==> config.mk <==
export PLATFORM = sky130hd
export DESIGN_NAME = edo_ctrl
export DESIGN_NICKNAME = d
export VERILOG_FILES = /design/src/rtl/edo_pkg.sv /design/src/rtl/edo_addr_map.sv /design/src/rtl/edo_cyc_timer.sv /design/src/rtl/edo_ras_watch.sv /design/src/rtl/edo_ctrl.sv
export SDC_FILE = /design/constraint.sdc
export NUM_CORES = 1
export LEC_CHECK = 0
export CAP_MARGIN = 20
export CORE_MARGIN = 2
export CORE_UTILIZATION = 35
export DETAILED_ROUTE_END_ITERATION = 10
export GPL_ROUTABILITY_DRIVEN = 0
export HOLD_SLACK_MARGIN = 0.08
export PLACE_DENSITY = 0.77
export SETUP_SLACK_MARGIN = 0.05
export SYNTH_ARGS = -nofsm -noshare
export SYNTH_HDL_FRONTEND = slang
export SYNTH_SLANG_ARGS = --single-unit
==> constraint.sdc <==
create_clock -name clk -period 4.44 [get_ports clk]
set_input_delay 0.888 -clock clk [delete_from_list [all_inputs] [get_ports clk]]
set_output_delay 0.888 -clock clk [all_outputs]
set_load 0.02 [all_outputs]
==> src/rtl/edo_pkg.sv <==
package edo_pkg;
    typedef enum logic [2:0] {
        ST_IDLE,
        ST_ACT,
        ST_COLS,
        ST_CASL,
        ST_OPEN,
        ST_PRE,
        ST_REF
    } edo_state_e;

    localparam int NUM_BANKS = 2;
    localparam int RAS_PER_BANK = 2;
endpackage

==> src/rtl/edo_addr_map.sv <==
module edo_addr_map #(
    parameter int MA_W = 11
) (
    input  logic [2*MA_W:0]   addr,
    input  logic              open_bank,
    input  logic [MA_W-1:0]   open_row,
    output logic              bank,
    output logic [MA_W-1:0]   row,
    output logic [MA_W-1:0]   col,
    output logic              hit
);
    always_comb begin
        bank = addr[2*MA_W];
        row  = addr[2*MA_W-1:MA_W];
        col  = addr[MA_W-1:0];
        hit  = (bank == open_bank) && (row == open_row);
    end
endmodule

==> src/rtl/edo_cyc_timer.sv <==
module edo_cyc_timer #(
    parameter int W = 3
) (
    input  logic         clk,
    input  logic         rst_n,
    input  logic         load,
    input  logic [W-1:0] load_val,
    output logic         zero
);
    logic [W-1:0] cnt_q;

    always_ff @(posedge clk) begin
        if (!rst_n)
            cnt_q <= '0;
        else if (load)
            cnt_q <= load_val;
        else if (cnt_q != '0)
            cnt_q <= cnt_q - 1'b1;
    end

    assign zero = (cnt_q == '0);
endmodule

==> src/rtl/edo_ras_watch.sv <==
module edo_ras_watch #(
    parameter int W = 11
) (
    input  logic         clk,
    input  logic         rst_n,
    input  logic         low,
    output logic [W-1:0] cnt
);
    localparam logic [W-1:0] CMAX = '1;

    always_ff @(posedge clk) begin
        if (!rst_n)
            cnt <= '0;
        else if (!low)
            cnt <= '0;
        else if (cnt != CMAX)
            cnt <= cnt + 1'b1;
    end
endmodule

==> src/rtl/edo_ctrl.sv <==
module edo_ctrl
    import edo_pkg::*;
#(
    parameter int MA_W      = 11,
    parameter int LANES     = 4,
    parameter int T_RCD     = 3,
    parameter int T_CAS     = 3,
    parameter int T_RP      = 6,
    parameter int T_RAS_MIN = 8,
    parameter int RAS_LIMIT = 1250
) (
    input  logic                 clk,
    input  logic                 rst_n,
    input  logic                 req_valid,
    output logic                 req_ready,
    input  logic                 req_write,
    input  logic [2*MA_W:0]      req_addr,
    input  logic [8*LANES-1:0]   req_wdata,
    input  logic [LANES-1:0]     req_be,
    output logic                 rsp_valid,
    output logic [8*LANES-1:0]   rsp_rdata,
    input  logic                 ref_req,
    output logic                 ref_ack,
    input  logic                 ref_done,
    output logic [MA_W-1:0]      dram_addr,
    output logic [3:0]           ras_n,
    output logic [LANES-1:0]     cas_n,
    output logic                 we_n,
    output logic                 oe_n,
    output logic [8*LANES-1:0]   dq_out,
    output logic                 dq_oe,
    input  logic [8*LANES-1:0]   dq_in
);
    localparam int DW   = 8 * LANES;
    localparam int TMAX = (T_RP > T_RCD) ? ((T_RP > T_CAS) ? T_RP : T_CAS)
                                         : ((T_RCD > T_CAS) ? T_RCD : T_CAS);
    localparam int TW   = $clog2(TMAX + 1);
    localparam int RW   = $clog2(RAS_LIMIT + 2);
    localparam logic [RW-1:0] NEAR_AT = RW'(RAS_LIMIT - T_CAS - 4);
    localparam logic [RW-1:0] MIN_AT  = RW'(T_RAS_MIN - 1);

    edo_state_e state_q, state_d;

    logic             wr_q, bank_q;
    logic [MA_W-1:0]  row_q, col_q;
    logic [DW-1:0]    wdata_q, rdata_q;
    logic [LANES-1:0] be_q;
    logic             rsp_q;

    logic             a_bank, a_hit;
    logic [MA_W-1:0]  a_row, a_col;
    logic             tmr_zero, tmr_load;
    logic [TW-1:0]    tmr_val;
    logic             row_low;
    logic [RW-1:0]    ras_cnt;
    logic             ras_near, ras_min_ok, accept;

    edo_addr_map #(.MA_W(MA_W)) u_map (
        .addr      (req_addr),
        .open_bank (bank_q),
        .open_row  (row_q),
        .bank      (a_bank),
        .row       (a_row),
        .col       (a_col),
        .hit       (a_hit)
    );

    edo_cyc_timer #(.W(TW)) u_tmr (
        .clk      (clk),
        .rst_n    (rst_n),
        .load     (tmr_load),
        .load_val (tmr_val),
        .zero     (tmr_zero)
    );

    edo_ras_watch #(.W(RW)) u_watch (
        .clk   (clk),
        .rst_n (rst_n),
        .low   (row_low),
        .cnt   (ras_cnt)
    );

    assign ras_near   = (ras_cnt >= NEAR_AT);
    assign ras_min_ok = (ras_cnt >= MIN_AT);

    // next state and acceptance
    always_comb begin
        state_d = state_q;
        accept  = 1'b0;
        unique case (state_q)
            ST_IDLE: begin
                if (ref_req)
                    state_d = ST_REF;
                else if (req_valid) begin
                    accept  = 1'b1;
                    state_d = ST_ACT;
                end
            end
            ST_ACT:  if (tmr_zero) state_d = ST_COLS;
            ST_COLS: state_d = ST_CASL;
            ST_CASL: if (tmr_zero) state_d = ST_OPEN;
            ST_OPEN: begin
                if (ras_near ||
                    (ras_min_ok && (ref_req || (req_valid && !a_hit))))
                    state_d = ST_PRE;
                else if (req_valid && a_hit && !ref_req) begin
                    accept  = 1'b1;
                    state_d = ST_COLS;
                end
            end
            ST_PRE:  if (tmr_zero) state_d = ST_IDLE;
            ST_REF:  if (ref_done) state_d = ST_IDLE;
            default: state_d = ST_IDLE;
        endcase
    end

    always_comb begin
        tmr_load = (state_d != state_q);
        unique case (state_d)
            ST_ACT:  tmr_val = TW'(T_RCD - 1);
            ST_CASL: tmr_val = TW'(T_CAS - 1);
            ST_PRE:  tmr_val = TW'(T_RP - 1);
            default: tmr_val = '0;
        endcase
    end

    // state register
    always_ff @(posedge clk) begin
        if (!rst_n)
            state_q <= ST_IDLE;
        else
            state_q <= state_d;
    end

    // request and response registers
    always_ff @(posedge clk) begin
        if (!rst_n) begin
            wr_q    <= 1'b0;
            bank_q  <= 1'b0;
            row_q   <= '0;
            col_q   <= '0;
            wdata_q <= '0;
            be_q    <= '0;
            rsp_q   <= 1'b0;
            rdata_q <= '0;
        end else begin
            if (accept) begin
                wr_q    <= req_write;
                bank_q  <= a_bank;
                row_q   <= a_row;
                col_q   <= a_col;
                wdata_q <= req_wdata;
                be_q    <= req_be;
            end
            rsp_q <= (state_q == ST_CASL) && tmr_zero && !wr_q;
            if ((state_q == ST_CASL) && tmr_zero && !wr_q)
                rdata_q <= dq_in;
        end
    end

    // outputs
    always_comb begin
        row_low   = 1'b0;
        ras_n     = 4'hF;
        cas_n     = '1;
        we_n      = 1'b1;
        oe_n      = 1'b1;
        dq_oe     = 1'b0;
        dram_addr = col_q;
        ref_ack   = 1'b0;
        unique case (state_q)
            ST_ACT: begin
                row_low   = 1'b1;
                dram_addr = row_q;
            end
            ST_COLS: begin
                row_low = 1'b1;
                we_n    = !wr_q;
                dq_oe   = wr_q;
            end
            ST_CASL: begin
                row_low = 1'b1;
                we_n    = !wr_q;
                dq_oe   = wr_q;
                oe_n    = wr_q;
                cas_n   = wr_q ? ~be_q : '0;
            end
            ST_OPEN: row_low = 1'b1;
            ST_REF:  ref_ack = 1'b1;
            default: ;
        endcase
        if (row_low)
            ras_n = bank_q ? 4'b0011 : 4'b1100;
    end

    assign req_ready = accept;
    assign rsp_valid = rsp_q;
    assign rsp_rdata = rdata_q;
    assign dq_out    = wdata_q;
endmodule

# Word-level counts from Yosys, hierarchy flattened
# Index checks and enable logic that the tools add are counted.
[totals]
reg_bits = 110
latch_bits = 0
ramBits = 0
romBits = 0
in_bits = 97
out_inout_bits = 89
elab_cells = 76
memories = 0
[classes]
add_sub_neg = 2
multipliers = 0
div_mod_pow = 0
n_lt_le_gt_ge = 2
eq_ne = 13
n_shift = 0
muxes = 27
n_bitwise = 1
reduce_logical = 20
[op_table]
columns = ["op", "n"]
rows = [
  ["$mux W3", 10],
  ["$pmux W3 S7", 1],
  ["$mux W4", 4],
  ["$eq A3 B3 Y1 const B", 4],
  ["$add A11 B1 Y11 const B", 1],
  ["$eq A11 B11 Y1", 1],
  ["$ge A11 B11 Y1 const B", 1],
  ["$ge A11 B3 Y1 const B", 1],
  ["$mux W11", 1],
  ["$ne A11 B11 Y1 const B", 1],
  ["$eq A3 B2 Y1 const B", 3],
  ["$mux W1", 9],
  ["$logic_and A1 B1 Y1", 7],
  ["$eq A3 B1 Y1 const B", 2],
  ["$logic_not A3 Y1", 2],
  ["$pmux W3 S2", 1],
  ["$not A4 Y4", 1],
  ["$reduce_or A2 Y1", 2],
  ["$reduce_or A4 Y1", 1],
  ["$logic_not A1 Y1", 3],
  ["$ne A3 B3 Y1", 1],
  ["$reduce_bool A3 Y1", 1],
  ["$sub A3 B1 Y3 const B", 1],
  ["$logic_or A1 B1 Y1", 2],
  ["other kinds (4)", 4],
]

# Depth between registers and ports, before layout
[logic_depth]
word_depth = 13
ltp_mapped = 9
depth_no_buf = 8

# By module
# A second synthesis with hierarchy kept.
[unflattened]
hier_cells = 609
area_unflattened_um2 = 5276.3
[by_module_without_submodules]
columns = ["mod", "n_inst", "cells_each", "area_each_um2", "seq_area_each_um2"]
rows = [
  ["edo_ctrl", 1, 488, 4220.3, 1921.8],
  ["edo_ras_watch", 1, 60, 544.3, 220.2],
  ["edo_addr_map", 1, 39, 306.5, 0.0],
  ["edo_cyc_timer", 1, 22, 205.2, 60.1],
]

# Least setup slack after synthesis
# No wires, ideal clock.
[synth_path]
kind = "input to output"
from = "input port req_addr[13]"
to = "output port req_ready"
t_arrival_ps = 2119
required_time_ps = 3552
path_slack_ps = 1433
path_stages = 7
n_path_buf = 2
path_cell_list = "xnor2_1 -> nand4_1 -> nor4_4 -> a31oi_4 -> buf_6 -> buf_6 -> inv_1"
[synth_via]
elab_chain_len = 9
word_cells_on_any_way = 12
classes_between = "1 x eq/ne; 3 x mux; 8 x reduce/logical"
[synth_lines]
columns = ["element", "line_no", "rtl"]
rows = [
  ["start: declaration", "edo_ctrl.sv:17", "input logic [2*MA_W:0] req_addr,"],
  ["$eq A11 B11 Y1 *", "edo_addr_map.sv:16", "hit = (bank == open_bank) && (row == open_row);"],
  ["$logic_and A1 B1 Y1 *", "edo_addr_map.sv:16", ""],
  ["$logic_not A1 Y1", "edo_ctrl.sv:104", "(ras_min_ok && (ref_req || (req_valid && !a_hit))))"],
  ["$logic_and A1 B1 Y1", "edo_ctrl.sv:104", ""],
  ["$logic_or A1 B1 Y1", "edo_ctrl.sv:104", ""],
  ["$logic_and A1 B1 Y1", "edo_ctrl.sv:104", ""],
  ["$logic_or A1 B1 Y1", "edo_ctrl.sv:103", "if (ras_near ||"],
  ["$mux W1 *", "edo_ctrl.sv:103", ""],
  ["$pmux W1 S2 *", "edo_ctrl.sv:90", "unique case (state_q)"],
  ["end: declaration", "edo_ctrl.sv:15", "output logic req_ready,"],
]
# Every way passes the cells marked *; elsewhere a longest branch is shown, timed or not.

# Worst setup path after layout
[layout_path]
from = "input port req_addr[21]"
to = "output port req_ready"
# Same word-level chain as after synthesis.

==> metrics.cfg <==
[status]
status = complete, no violations

[sta]
period_needed_ns = 3.95
tightestPinTransition_ns = 0.773
setup_viol_count_final = 0
whs_ns = 0.453
maxSlewHeadroom = 0.484
final-hold-violation-count = 0
fin_crit_sh = 0.889
setup_ws_ns = 0.492
slew_viol_final = 0
fin_tns_setup_ns = 0
grt_setup_unrepaired = no
finClkSkew_ns = 0.00945
fmax_mhz = 253

[worst_setup_path]
start_kind = primary input
worstPathMaxFanout = 4
endpoint_kind = output pin
path_class = in2out
regToRegStartpoint = state_q[2]
required_ns = 3.55
reg2reg_slack_ns = 2.17
timing.rr.end = dq_out[13]
rr_worst_depth = 6
cp.arrival_ns = 3.06

[cells_and_area]
antenna_cells = 0
final_net_count = 844
stdcell_count = 929
final_cell_mix = 184 x clkdlybuf4s50_1, 146 x nand2_1, 110 x dfxtp_1
final_common_cell = clkdlybuf4s50_1
drive_gt1_frac = 0.109
post-route-util = 0.516
stdcell_area_sq_um = 7190
area_growth_pct = 43.6
n_fill_cell = 1313

[worst_hold_path]
hold_start = col_q[5]
hold_class = reg2reg
whs_endpoint = col_q[5]
hold_depth = 2

[yosys]
ys_types = 52
synthCells = 588
synth_seq_cells = 110
synth_warnings = 0
ys_seq_area_frac = 0.440
synth_ff_type = dfxtp_1
syn_area_sq_um = 5010
synth-edff-count = 0
synthArstFlopShare = 0
synth_fp_nets = 688
synth_area_per_cell_sq_um = 8.52

[detailed_routing]
drc = 0
drt-initial-drc-count = 183
vias = 4430
drt-total-wl_mm = 12.6
wl_per_cell_microns = 13.5
vias_per_cell = 4.77
antenna_left = 0
drtPass1Iterations = 4

[clocking]
postCtsSetupBuffers = 0
htreeDepth = 3
cts.sinks = 110
root_buffer = clkbuf_16
cts_max_path_buffers = 2
clk_pin_slew_ns = 0.07
post_cts_resized = 0
insertion_delay_ns = 0.36
hold_buffers = 0
cts_tree = built
numCtsBuffers = 9

[global_route]
antenna_found_initial = 0
grt-ovfl-total = 0
grt_pass1_vias = 4084
grt_max_degree = 121
grt_pass1_wl_mm = 19.8
track_usage = 0.166

[place]
io_buffers = 185
dp.cells = 913
dp_hpwl_mm = 9.07
pre_cts_slack_ns = 0.460
dpl_cell_area_sq_um = 6880

[die]
core_sq_um = 13900
start_util = 0.360
die_y_microns = 124
ios = 186
fp-row-count = 43
die-width_microns = 124
dieArea_sq_um = 15300

[job]
drv_cap = 0

[power]
fin_total_pwr_mw = 3.09
p_leak_nw = 2.56
peakVddDrop_uv = 268
powerDensity_nw_per_um2 = 430

==> cell usage after synthesis, types with 2 or more instances <==
cell type / instances / area share
nand2_1: 146 / 0.11
dfxtp_1: 110 / 0.44
nand3_1: 60 / 0.060
o21ai_1: 30 / 0.030
o21ai_2: 30 / 0.052
a21boi_0: 26 / 0.039
clkbuf_1: 26 / 0.019
nor2_1: 20 / 0.015
xnor2_1: 19 / 0.033
mux2_2: 11 / 0.025
buf_6: 10 / 0.022
nand3_2: 9 / 0.018
o21ai_0: 8 / 0.0080
nor2b_1: 7 / 0.0087
a21boi_1: 6 / 0.0090
buf_4: 5 / 0.0075
inv_1: 5 / 0.0037
a21oi_1: 4 / 0.0040
nand4_1: 4 / 0.0050
nor3_1: 4 / 0.0040
xor2_1: 4 / 0.0070
a31oi_1: 3 / 0.0037
and3_1: 3 / 0.0037
buf_2: 3 / 0.0030
ha_1: 3 / 0.0075
a22o_1: 2 / 0.0035
inv_2: 2 / 0.0015
nand2b_1: 2 / 0.0025
nor4_1: 2 / 0.0025
o311a_1: 2 / 0.0040
==> report_power, final <==
part	total, mW	internal [mW]	switching, mW	leakage, nW
Clock	0.842	0.472	0.370	0.151
Combinational	1.05	0.477	0.568	1.52
Sequential	1.20	1.10	0.101	0.892
==> cell families (layout without fill, tap and decap cells) <==
kind of cell	Yosys count	in the layout	synth area share
and+or+nand+nor	268	268	0.252
DFF	110	110	0.440
xor gates and xnor gates	23	23	0.0402
buffers and inverters	51	212	0.0577
muxes	12	12	0.0267
AOI/OAI and AO/OA	121	121	0.177
adders and majority gates	3	3	0.00749
==> layout make-up <==
class,count,area (sq um),area share
clock buffer,12,256,0.0357
clock inverter,4,53.8,0.00748
inverter,7,26.3,0.00365
multi-input combinational,427,2520,0.351
sequential,110,2200,0.306
tap,180,225,0.0313
timing repair buffer,189,1900,0.265
==> worst max-delay path by stage <==
stage,end,slack (ns),startpoint,cells after the start
finish,req_ready,0.49,req_addr[21],7
global route,req_ready,0.40,req_addr[22],7
CTS,req_ready,0.46,req_addr[21],7
detailed placement,req_ready,0.46,req_addr[21],7
global placement,req_ready,0.46,req_addr[21],7
floorplan,req_ready,1.43,req_addr[13],7
==> routing by layer <==
metal  wire length [microns]  track usage  vias to the layer above
met4                     165       0.0462                        0
met5                       0            0                        -
met3                    1570       0.0907                       14
met1                    5190        0.192                     1933
li1                        -            -                     2316
met2                    5640        0.265                      167
==> state kept, by name, indices dropped and copies added (netlist names) <==
register     count
bank_q           1
be_q             4
col_q           11
dq_out          32
row_q           11
rsp_rdata       32
rsp_valid        1
state_q          3
u_tmr.cnt_q      3
u_watch.cnt     11
wr_q             1
==> critical path, stage by stage <==
cell	delay, ns
clkdlybuf4s50_1	0.44
xnor2_1	0.29
nand4_1	0.20
nor4_4	0.37
a31oi_4	0.16
inv_1	0.08
clkdlybuf4s50_1	0.62
(Power assumes the default switching activity.)
